**config.mk**
```make
export PLATFORM = sky130hd
export DESIGN_NAME = hdc_pio_decoder
export DESIGN_NICKNAME = d
export VERILOG_FILES = /design/src/rtl/hdc_pio_pkg.sv /design/src/rtl/hdc_win_match.sv /design/src/rtl/hdc_cfg_regs.sv /design/src/rtl/hdc_dev_sel.sv /design/src/rtl/hdc_pio_decoder.sv
export SDC_FILE = /design/constraint.sdc
export NUM_CORES = 1
export LEC_CHECK = 0
export BUFFER_PORTS_ARGS = -buffer_cell sky130_fd_sc_hd__buf_2
export CAP_MARGIN = 0
export CORE_MARGIN = 5
export CORE_UTILIZATION = 30
export CTS_CLUSTER_DIAMETER = 40
export DETAILED_ROUTE_END_ITERATION = 7
export RECOVER_POWER = 100
export SYNTH_ARGS = -nofsm -noshare
export SYNTH_HDL_FRONTEND = slang
export SYNTH_SLANG_ARGS = --single-unit
```
**constraint.sdc**
```tcl
create_clock -name clk -period 11.7 [get_ports clk]
set_input_delay 1.755 -clock clk [delete_from_list [all_inputs] [get_ports clk]]
set_output_delay 1.755 -clock clk [all_outputs]
set_load 0.005 [all_outputs]
```
**src/rtl/hdc_pio_pkg.sv**
```systemverilog
package hdc_pio_pkg;

    localparam int NUM_WIN    = 5;
    localparam int NUM_CHAN   = 2;
    localparam int CHAN_W     = $clog2(NUM_CHAN);
    localparam int NUM_DRV    = 2 * NUM_CHAN;
    localparam int DRV_W      = $clog2(NUM_DRV);
    localparam int CMD_SPAN   = 8;
    localparam int CTRL_SPAN  = 4;
    localparam int BM_SPAN    = 16;
    localparam int OFS_W      = $clog2(BM_SPAN);
    localparam int HALF_W     = 16;
    localparam int WORD_W     = 2 * HALF_W;
    localparam int BYTE_W     = 8;
    localparam int SEL_BIT    = 4;
    localparam int IOEN_BIT   = 0;
    localparam int BMEN_BIT   = 2;
    localparam int CFG_CMD_ADDR  = 'h04;
    localparam int CFG_BAR0_ADDR = 'h10;

    localparam logic [OFS_W-1:0] DATA_OFS   = OFS_W'(0);
    localparam logic [OFS_W-1:0] SEL_OFS    = OFS_W'(6);
    localparam logic [OFS_W-1:0] BM_SEC_OFS = OFS_W'(8);

    // window index order is the match priority
    localparam int WIN_PCMD = 0;
    localparam int WIN_PCTL = 1;
    localparam int WIN_SCMD = 2;
    localparam int WIN_SCTL = 3;
    localparam int WIN_BM   = 4;

    typedef enum logic [1:0] {
        BLK_NONE = 2'd0,
        BLK_CMD  = 2'd1,
        BLK_CTRL = 2'd2,
        BLK_BM   = 2'd3
    } blk_e;

    typedef enum logic [1:0] {
        SZ_BYTE = 2'd0,
        SZ_HALF = 2'd1,
        SZ_WORD = 2'd2,
        SZ_BAD  = 2'd3
    } size_e;

    typedef enum logic [1:0] {
        ST_IDLE = 2'd0,
        ST_LO   = 2'd1,
        ST_HI   = 2'd2
    } xfer_st_e;

    typedef struct packed {
        logic              hit;
        blk_e              blk;
        logic [CHAN_W-1:0] chan;
        logic [OFS_W-1:0]  ofs;
    } dec_t;

    typedef struct packed {
        dec_t              dec;
        logic              write;
        size_e             size;
        logic [WORD_W-1:0] wdata;
        logic              drv;
        logic              split;
        logic              err;
        logic [DRV_W-1:0]  idx;
    } stage_t;

    function automatic int win_span(input int w);
        if (w == WIN_BM)
            return BM_SPAN;
        else if (w == WIN_PCTL || w == WIN_SCTL)
            return CTRL_SPAN;
        else
            return CMD_SPAN;
    endfunction

    function automatic blk_e win_blk(input int w);
        if (w == WIN_BM)
            return BLK_BM;
        else if (w == WIN_PCTL || w == WIN_SCTL)
            return BLK_CTRL;
        else
            return BLK_CMD;
    endfunction

    function automatic logic [CHAN_W-1:0] win_chan(input int w);
        return (w == WIN_SCMD || w == WIN_SCTL) ? CHAN_W'(1) : CHAN_W'(0);
    endfunction

endpackage

```
**src/rtl/hdc_win_match.sv**
```systemverilog
module hdc_win_match
    import hdc_pio_pkg::*;
#(
    parameter int AW = 16
) (
    input  logic [AW-1:0]              addr,
    input  logic [NUM_WIN-1:0][AW-1:0] base,
    output dec_t                       dec
);

    logic [NUM_WIN-1:0]            hit_w;
    logic [NUM_WIN-1:0][OFS_W-1:0] ofs_w;

    for (genvar w = 0; w < NUM_WIN; w++) begin : g_win
        localparam int SPAN = win_span(w);
        logic [AW:0] lo_ext;
        logic [AW:0] hi_ext;
        logic [AW:0] a_ext;
        assign lo_ext   = {1'b0, base[w]};
        assign hi_ext   = lo_ext + (AW+1)'(SPAN);
        assign a_ext    = {1'b0, addr};
        assign hit_w[w] = (a_ext >= lo_ext) && (a_ext < hi_ext);
        // a hit bounds the distance below the span, so the low bits suffice
        assign ofs_w[w] = addr[OFS_W-1:0] - base[w][OFS_W-1:0];
    end

    always_comb begin
        dec = '0;
        // walk from lowest priority upward so the first window wins
        for (int w = NUM_WIN - 1; w >= 0; w--) begin
            if (hit_w[w]) begin
                dec.hit = 1'b1;
                dec.blk = win_blk(w);
                dec.ofs = ofs_w[w];
                if (w == WIN_BM)
                    dec.chan = (ofs_w[w] >= BM_SEC_OFS) ? CHAN_W'(1) : CHAN_W'(0);
                else
                    dec.chan = win_chan(w);
            end
        end
    end

endmodule

```
**src/rtl/hdc_cfg_regs.sv**
```systemverilog
module hdc_cfg_regs
    import hdc_pio_pkg::*;
#(
    parameter int AW = 16
) (
    input  logic                       clk,
    input  logic                       rst,
    input  logic                       cfg_wr,
    input  logic [7:0]                 cfg_addr,
    input  logic [WORD_W-1:0]          cfg_wdata,
    output logic [NUM_WIN-1:0][AW-1:0] base,
    output logic                       io_en,
    output logic                       bm_en
);

    logic cmd_hit;
    assign cmd_hit = cfg_wr && (cfg_addr == 8'(CFG_CMD_ADDR));

    always_ff @(posedge clk) begin
        if (rst) begin
            io_en <= 1'b0;
            bm_en <= 1'b0;
        end else if (cmd_hit) begin
            io_en <= cfg_wdata[IOEN_BIT];
            bm_en <= cfg_wdata[BMEN_BIT];
        end
    end

    for (genvar w = 0; w < NUM_WIN; w++) begin : g_bar
        localparam logic [7:0] BAR_ADDR = 8'(CFG_BAR0_ADDR + 4 * w);
        logic load;
        assign load = cfg_wr && (cfg_addr == BAR_ADDR) && (cfg_wdata != '0);

        always_ff @(posedge clk) begin
            if (rst)
                base[w] <= '0;
            else if (load)
                base[w] <= cfg_wdata[AW-1:0];
        end

        AST_BAR_NONZERO: assert property (@(posedge clk) disable iff (rst)
            !$stable(base[w]) |-> (base[w] != '0));
    end

endmodule

```
**src/rtl/hdc_dev_sel.sv**
```systemverilog
module hdc_dev_sel
    import hdc_pio_pkg::*;
(
    input  logic                clk,
    input  logic                rst,
    input  logic                sel_wr,
    input  logic [CHAN_W-1:0]   sel_chan,
    input  logic                sel_bit,
    output logic [NUM_CHAN-1:0] dev_q
);

    for (genvar c = 0; c < NUM_CHAN; c++) begin : g_chan
        always_ff @(posedge clk) begin
            if (rst)
                dev_q[c] <= 1'b0;
            else if (sel_wr && (sel_chan == CHAN_W'(c)))
                dev_q[c] <= sel_bit;
        end

        AST_DEV_HOLD: assert property (@(posedge clk) disable iff (rst)
            !$stable(dev_q[c]) |-> ($past(sel_wr) && ($past(sel_chan) == CHAN_W'(c))));
    end

endmodule

```
**src/rtl/hdc_pio_decoder.sv**
```systemverilog
module hdc_pio_decoder
    import hdc_pio_pkg::*;
#(
    parameter int AW = 16
) (
    input  logic                clk,
    input  logic                rst,
    input  logic                cfg_wr,
    input  logic [7:0]          cfg_addr,
    input  logic [31:0]         cfg_wdata,
    input  logic [3:0]          drv_present,
    input  logic                req_valid,
    output logic                req_ready,
    input  logic                req_write,
    input  logic [AW-1:0]       req_addr,
    input  logic [1:0]          req_size,
    input  logic [31:0]         req_wdata,
    output logic                rsp_valid,
    output logic [31:0]         rsp_rdata,
    output logic                rsp_err,
    output logic [1:0]          rsp_blk,
    output logic                rsp_chan,
    output logic [3:0]          rsp_offset,
    output logic                drv_valid,
    output logic                drv_write,
    output logic [1:0]          drv_index,
    output logic [1:0]          drv_blk,
    output logic [3:0]          drv_offset,
    output logic [15:0]         drv_wdata,
    input  logic [15:0]         drv_rdata,
    output logic                io_en,
    output logic                bm_en
);

    logic [NUM_WIN-1:0][AW-1:0] base;
    logic [NUM_CHAN-1:0]        dev_q;
    dec_t                       dec;

    hdc_cfg_regs #(.AW(AW)) u_cfg (
        .clk      (clk),
        .rst      (rst),
        .cfg_wr   (cfg_wr),
        .cfg_addr (cfg_addr),
        .cfg_wdata(cfg_wdata),
        .base     (base),
        .io_en    (io_en),
        .bm_en    (bm_en)
    );

    hdc_win_match #(.AW(AW)) u_match (
        .addr(req_addr),
        .base(base),
        .dec (dec)
    );

    // ---------------- request classification ----------------
    size_e             sz;
    logic              is_data;
    logic              is_reg;
    logic              size_bad;
    logic              acc_err;
    logic              live;
    logic              accept;
    logic              sel_wr;
    logic              dev_now;
    logic [DRV_W-1:0]  idx;
    logic              needs_drv;
    xfer_st_e          state;

    assign sz       = size_e'(req_size);
    assign is_data  = (dec.blk == BLK_CMD) && (dec.ofs == DATA_OFS);
    assign is_reg   = ((dec.blk == BLK_CMD) || (dec.blk == BLK_CTRL)) && !is_data;
    assign size_bad = (sz == SZ_BAD) || (is_data && (sz == SZ_BYTE)) ||
                      (is_reg && (sz != SZ_BYTE));
    assign acc_err  = !dec.hit || (io_en && size_bad);
    assign live     = io_en && dec.hit && !size_bad;
    assign req_ready = (state == ST_IDLE);
    assign accept   = req_valid && req_ready;
    assign sel_wr   = accept && live && req_write &&
                      (dec.blk == BLK_CMD) && (dec.ofs == SEL_OFS);
    // a select write already steers its own forwarded transfer
    assign dev_now  = sel_wr ? req_wdata[SEL_BIT] : dev_q[dec.chan];
    assign idx      = {dec.chan, dev_now};
    assign needs_drv = live && ((dec.blk == BLK_CMD) || (dec.blk == BLK_CTRL)) &&
                       drv_present[idx];

    hdc_dev_sel u_dev (
        .clk     (clk),
        .rst     (rst),
        .sel_wr  (sel_wr),
        .sel_chan(dec.chan),
        .sel_bit (req_wdata[SEL_BIT]),
        .dev_q   (dev_q)
    );

    // ---------------- transfer sequencer ----------------
    stage_t              stg;
    logic [HALF_W-1:0]   lo_q;
    logic [WORD_W-1:0]   rd_value;
    logic                rsp_valid_q;
    logic [WORD_W-1:0]   rsp_rdata_q;
    logic                rsp_err_q;
    dec_t                rsp_dec_q;
    logic                finish;

    always_comb begin
        rd_value = '0;
        if (stg.drv && !stg.write) begin
            if (state == ST_HI)
                rd_value = {drv_rdata, lo_q};
            else if (stg.size == SZ_BYTE)
                rd_value = {{(WORD_W-BYTE_W){1'b0}}, drv_rdata[BYTE_W-1:0]};
            else
                rd_value = {{(WORD_W-HALF_W){1'b0}}, drv_rdata};
        end
    end

    assign finish = (state == ST_HI) || ((state == ST_LO) && !(stg.drv && stg.split));

    always_ff @(posedge clk) begin
        if (rst) begin
            state       <= ST_IDLE;
            stg         <= '0;
            lo_q        <= '0;
            rsp_valid_q <= 1'b0;
            rsp_rdata_q <= '0;
            rsp_err_q   <= 1'b0;
            rsp_dec_q   <= '0;
        end else begin
            rsp_valid_q <= 1'b0;
            case (state)
                ST_IDLE: begin
                    if (accept) begin
                        stg.dec   <= dec;
                        stg.write <= req_write;
                        stg.size  <= sz;
                        stg.wdata <= req_wdata;
                        stg.drv   <= needs_drv;
                        stg.split <= is_data && (sz == SZ_WORD);
                        stg.err   <= acc_err;
                        stg.idx   <= idx;
                        state     <= ST_LO;
                    end
                end
                ST_LO: begin
                    if (stg.drv && stg.split) begin
                        lo_q  <= drv_rdata;
                        state <= ST_HI;
                    end else begin
                        state <= ST_IDLE;
                    end
                end
                ST_HI: begin
                    state <= ST_IDLE;
                end
                default: state <= ST_IDLE;
            endcase
            if (finish) begin
                rsp_valid_q <= 1'b1;
                rsp_rdata_q <= rd_value;
                rsp_err_q   <= stg.err;
                rsp_dec_q   <= stg.dec;
            end
        end
    end

    assign drv_valid  = ((state == ST_LO) || (state == ST_HI)) && stg.drv;
    assign drv_write  = stg.write;
    assign drv_index  = stg.idx;
    assign drv_blk    = stg.dec.blk;
    assign drv_offset = stg.dec.ofs;
    assign drv_wdata  = (state == ST_HI) ? stg.wdata[WORD_W-1:HALF_W] : stg.wdata[HALF_W-1:0];

    assign rsp_valid  = rsp_valid_q;
    assign rsp_rdata  = rsp_rdata_q;
    assign rsp_err    = rsp_err_q;
    assign rsp_blk    = rsp_dec_q.hit ? rsp_dec_q.blk : BLK_NONE;
    assign rsp_chan   = rsp_dec_q.chan;
    assign rsp_offset = rsp_dec_q.ofs;

    // ---------------- properties ----------------
    AST_DRV_POPULATED: assert property (@(posedge clk) disable iff (rst)
        drv_valid |-> drv_present[drv_index]);

    AST_SPLIT_LO_FIRST: assert property (@(posedge clk) disable iff (rst)
        (drv_valid && (state == ST_HI)) |-> ($past(drv_valid) && $stable(drv_index)));

    AST_BYTE_REGS: assert property (@(posedge clk) disable iff (rst)
        (drv_valid && !((drv_blk == BLK_CMD) && (drv_offset == DATA_OFS))) |->
            (stg.size == SZ_BYTE));

    AST_ERR_NO_DRV: assert property (@(posedge clk) disable iff (rst)
        (rsp_valid && rsp_err) |-> !$past(drv_valid));

    AST_MISS_FLAGGED: assert property (@(posedge clk) disable iff (rst)
        (rsp_valid && (rsp_blk == BLK_NONE)) |-> rsp_err);

    AST_RSP_PULSE: assert property (@(posedge clk) disable iff (rst)
        rsp_valid |=> !rsp_valid);

endmodule

```
==> results by group <==
Outcome
  • Outcome: finished with violations
  • Failing checks: capacitance limit, slew limit

Route
  • DRC Markers: 0
  • Wire per inst: approximately 17 um
  • Final WL: 37710 um
  • Post-route ant nets: 0
  • Drt via density: 5.069
  • Via count: 11060
  • DR pass1 iterations: 5
  • Initial DRC Count: approximately 640

Global route
  • Global-route wire length before repair: just under 60000 um
  • Gr usage total: approximately 16%
  • Largest net degree at the start of global routing: 99
  • GR Overflow Total: 0
  • Initial antenna violation count: 3
  • Vias in the first global route: 10300

Timing
  • Final setup vio count: 0
  • Normalized max-slew margin: -194.4%
  • Tightest Pin Transition: between 4000 and 5000 ps
  • Final Hold Viols: 0
  • Final worst path period need: approximately 8200 ps
  • Setup Skew: ~8.4 ps
  • Crit share post-route: 70.09%
  • RSZ-0062 raised after global routing: false
  • Fin. max-slew vios: between 200 and 300
  • F_max: roughly 120 MHz
  • Setup TNS: 0 ps

Critical path
  • CP arrival: about 8400 ps
  • CP Launch Point: rst
  • Worst Setup Start Kind: input port
  • Critical Path End Type: register
  • Reg2Reg Setup Slack: 5170 ps
  • Worst EP required: 11850 ps
  • Reg2reg start: u_cfg.base[18]$_SDFFE_PP0P_
  • CP Max Fanout: 98
  • Setup Crit Path Kind: input port to register

CTS
  • Hold-fix buffers, CTS: 0
  • CTS root buf: clkbuf_16
  • Resized Gates After CTS: 0
  • TritonCTS clock tree: done
  • Clk Latency, worst-skew pair: 460 ps
  • CTS buffer count: 17
  • # H-tree levels: 4
  • Clock tree buffer depth: 2
  • Clk slew on worst S/H paths: approximately 80 ps
  • Post-CTS Setup Inserts: 0
  • Clock Sinks: about 190

Layout
  • Total Nets Final: approximately 1900
  • Reg area: 3824 um2
  • Fillers: ~4400
  • Ratio of cells with drive above 1 in the final layout: 13.33%
  • Core Util, Final: between 30% and 40%
  • Diodes inserted: 0
  • Area Growth Syn to Fin: 14.57%
  • Multi-input logic area: roughly 8000 um2

Placed design
  • Final GP Congestion: 0.9486
  • I/O Buffers: approximately 180
  • Post-DP HPWL: about 29000 um

Logic synthesis
  • Post-synth cell types: 80
  • Seq/Total Area, Yosys: between 30% and 40%
  • Mapped Cells: between 1000 and 1500
  • Syn_area_per_cell: approximately 8.4 um2
  • EDFF count, synth: 0
  • YS warnings: 0
  • #FFs+latches synth: 191
  • Primary FF master, synth: dfxtp_1
  • Yosys top cell by area: dfxtp_1
  • Async set-reset flop share out of synthesis: 0%
  • Post-Syn Nets: ~1800
  • Top cell type's share of synthesized area: 30.53%
  • Mapped cell area: between 10000 and 15000 um2
  • Ranking of synthesized cells by area: dfxtp_1 (31%), ha_1 (16%), mux2i_1 (7.0%)

Floorplan
  • CORE AREA: 41110 um2
  • Die area: around 46000 um2
  • Die H: 214.3 um
  • Site Rows: 74
  • Die X: roughly 210 um
  • Starting density of the core: 30.47%
  • Top-level port count: approximately 190

Power
  • Net Sw Power: around 0.44 mW
  • Clock share of power: between 30% and 40%
  • Flop pwr share: between 40% and 50%
  • Combinational power share: roughly 14%
  • Maximum vdd drop: roughly 0.094 mV
  • Switching share of power: between 20% and 30%
  • Pleak: 5.665 nW
  • Power Dens Cells: a little over 100 nW/um2
  • Internal power consumption: approximately 1.0 mW

Job
  • Maximum capacitance violations: 4

Min path
  • Worst min-delay path class: register to register
  • Hold path start: stg[10]$_SDFFE_PP0P_
state kept, by name, indices dropped and copies added (netlist names), 2 cells and up:
| signal | cells |
|---|---|
| drv_offset | 4 |
| drv_blk | 2 |
| stg | 39 |
| rsp_rdata | 32 |
| rsp_dec_q | 3 |
| lo_q | 16 |
| rsp_offset | 4 |
| u_cfg.base | 80 |
| u_dev.dev_q | 2 |
| state | 2 |
per-layer routing:
| metal | GRT usage (%) | vias up | routed length (um) |
|---|---|---|---|
| met5 | 0 | - | 34 |
| met4 | 4.101 | 6 | 577 |
| met3 | 4.320 | 33 | 2540 |
| met2 | 24.98 | 275 | 16970 |
| met1 | 21.49 | 5232 | 17590 |
| li1 | - | 5514 | - |
critical path, stage by stage:
cell and delay (ps):
clkbuf_1 3040, clkbuf_1 3200, nor2_1 250
metrics by stage:
| stage | std cells | worst slack (ps) | cell area [um2] | hold slack [ps] | total power [mW] |
|---|---|---|---|---|---|
| 4_1_cts | 2182 | 5998 | 14450 | 456.1 | 1.489 |
| 2_1_floorplan | 1498 | 6336 | 12530 | 427.3 | 0.8130 |
| 3_3_place_gp | 2151 | 5606 | 13890 | 436.5 | 0.8952 |
| 5_1_grt | 2182 | 2745 | 14350 | 469.5 | 1.536 |
| 6_report | 2182 | 3499 | 14350 | 451.7 | 1.466 |
| 3_5_place_dp | 2151 | 5610 | 13890 | 445.0 | 0.9001 |
cell usage after synthesis, drive strengths merged, types with 3 or more instances:
cell type,count
o211ai,7
xnor2,63
and4,11
nand3b,3
xor2,4
a211oi,24
nand3,33
a21oi,119
clkbuf,54
nand2,193
fa,5
nor3b,4
o31ai,3
o21a,11
a311o,3
nor3,17
ha,156
a21o,13
a22oi,32
o21bai,5
buf,16
a2111oi,4
and3,8
a31oi,3
nand2b,3
nor2b,11
inv,101
nor2,165
o21ai,40
mux2i,87
nor4,15
nand4,24
dfxtp,191
and2,8
mux2,25
placed cells by master, fill, tap and decap left out, drive strengths merged, types with 33 or more instances in the layout:
cell    count
a21oi     119
buf       135
clkbuf     74
dfxtp     191
ha        156
inv       108
mux2i      87
nand2     193
nand3      33
nor2      165
o21ai      40
xnor2      63
power groups by stage:
| stage | clock, mW | combinational, mW | sequential [mW] |
|---|---|---|---|
| after floorplan | 0 | 0.131 | 0.682 |
| after global placement | 0 | 0.210 | 0.685 |
| after detailed placement | 0 | 0.214 | 0.686 |
| after CTS | 0.603 | 0.215 | 0.671 |
| after global routing | 0.625 | 0.239 | 0.672 |
| final | 0.582 | 0.213 | 0.670 |
cell families (layout without fill, tap and decap cells):
| group | after synthesis | in the layout | synth area share, % |
|---|---|---|---|
| AND/OR/NAND/NOR | 508 | 508 | 18.72 |
| AO/OA/AOI/OAI | 286 | 286 | 14.88 |
| flip-flops | 191 | 191 | 30.53 |
| buffers and inverters | 172 | 324 | 5.524 |
| adder cells (fa/ha/maj) | 162 | 162 | 16.46 |
| multiplexers | 112 | 112 | 9.200 |
| XOR/XNOR | 67 | 67 | 4.685 |
path summary, 6_finish.rpt:
check | endpoint | cells after the start
min | stg[10]$_SDFFE_PP0P_ | 2
min reg2reg | stg[10]$_SDFFE_PP0P_ | 2
max | rsp_rdata[25]$_SDFFE_PP0P_ | 3
max reg2reg | u_dev.dev_q[0]$_SDFFE_PP0P_ | 21
area by class of cell:
type | instances | share of cell area (%)
clock buffers | 18 | 3.060
clock inverters | 13 | 0.8718
inverters | 102 | 2.668
multi-input cells | 1135 | 55.87
flip-flops and latches | 191 | 26.64
well taps | 532 | 4.638
repair buffers | 191 | 6.251
(Power assumes the default switching activity.)
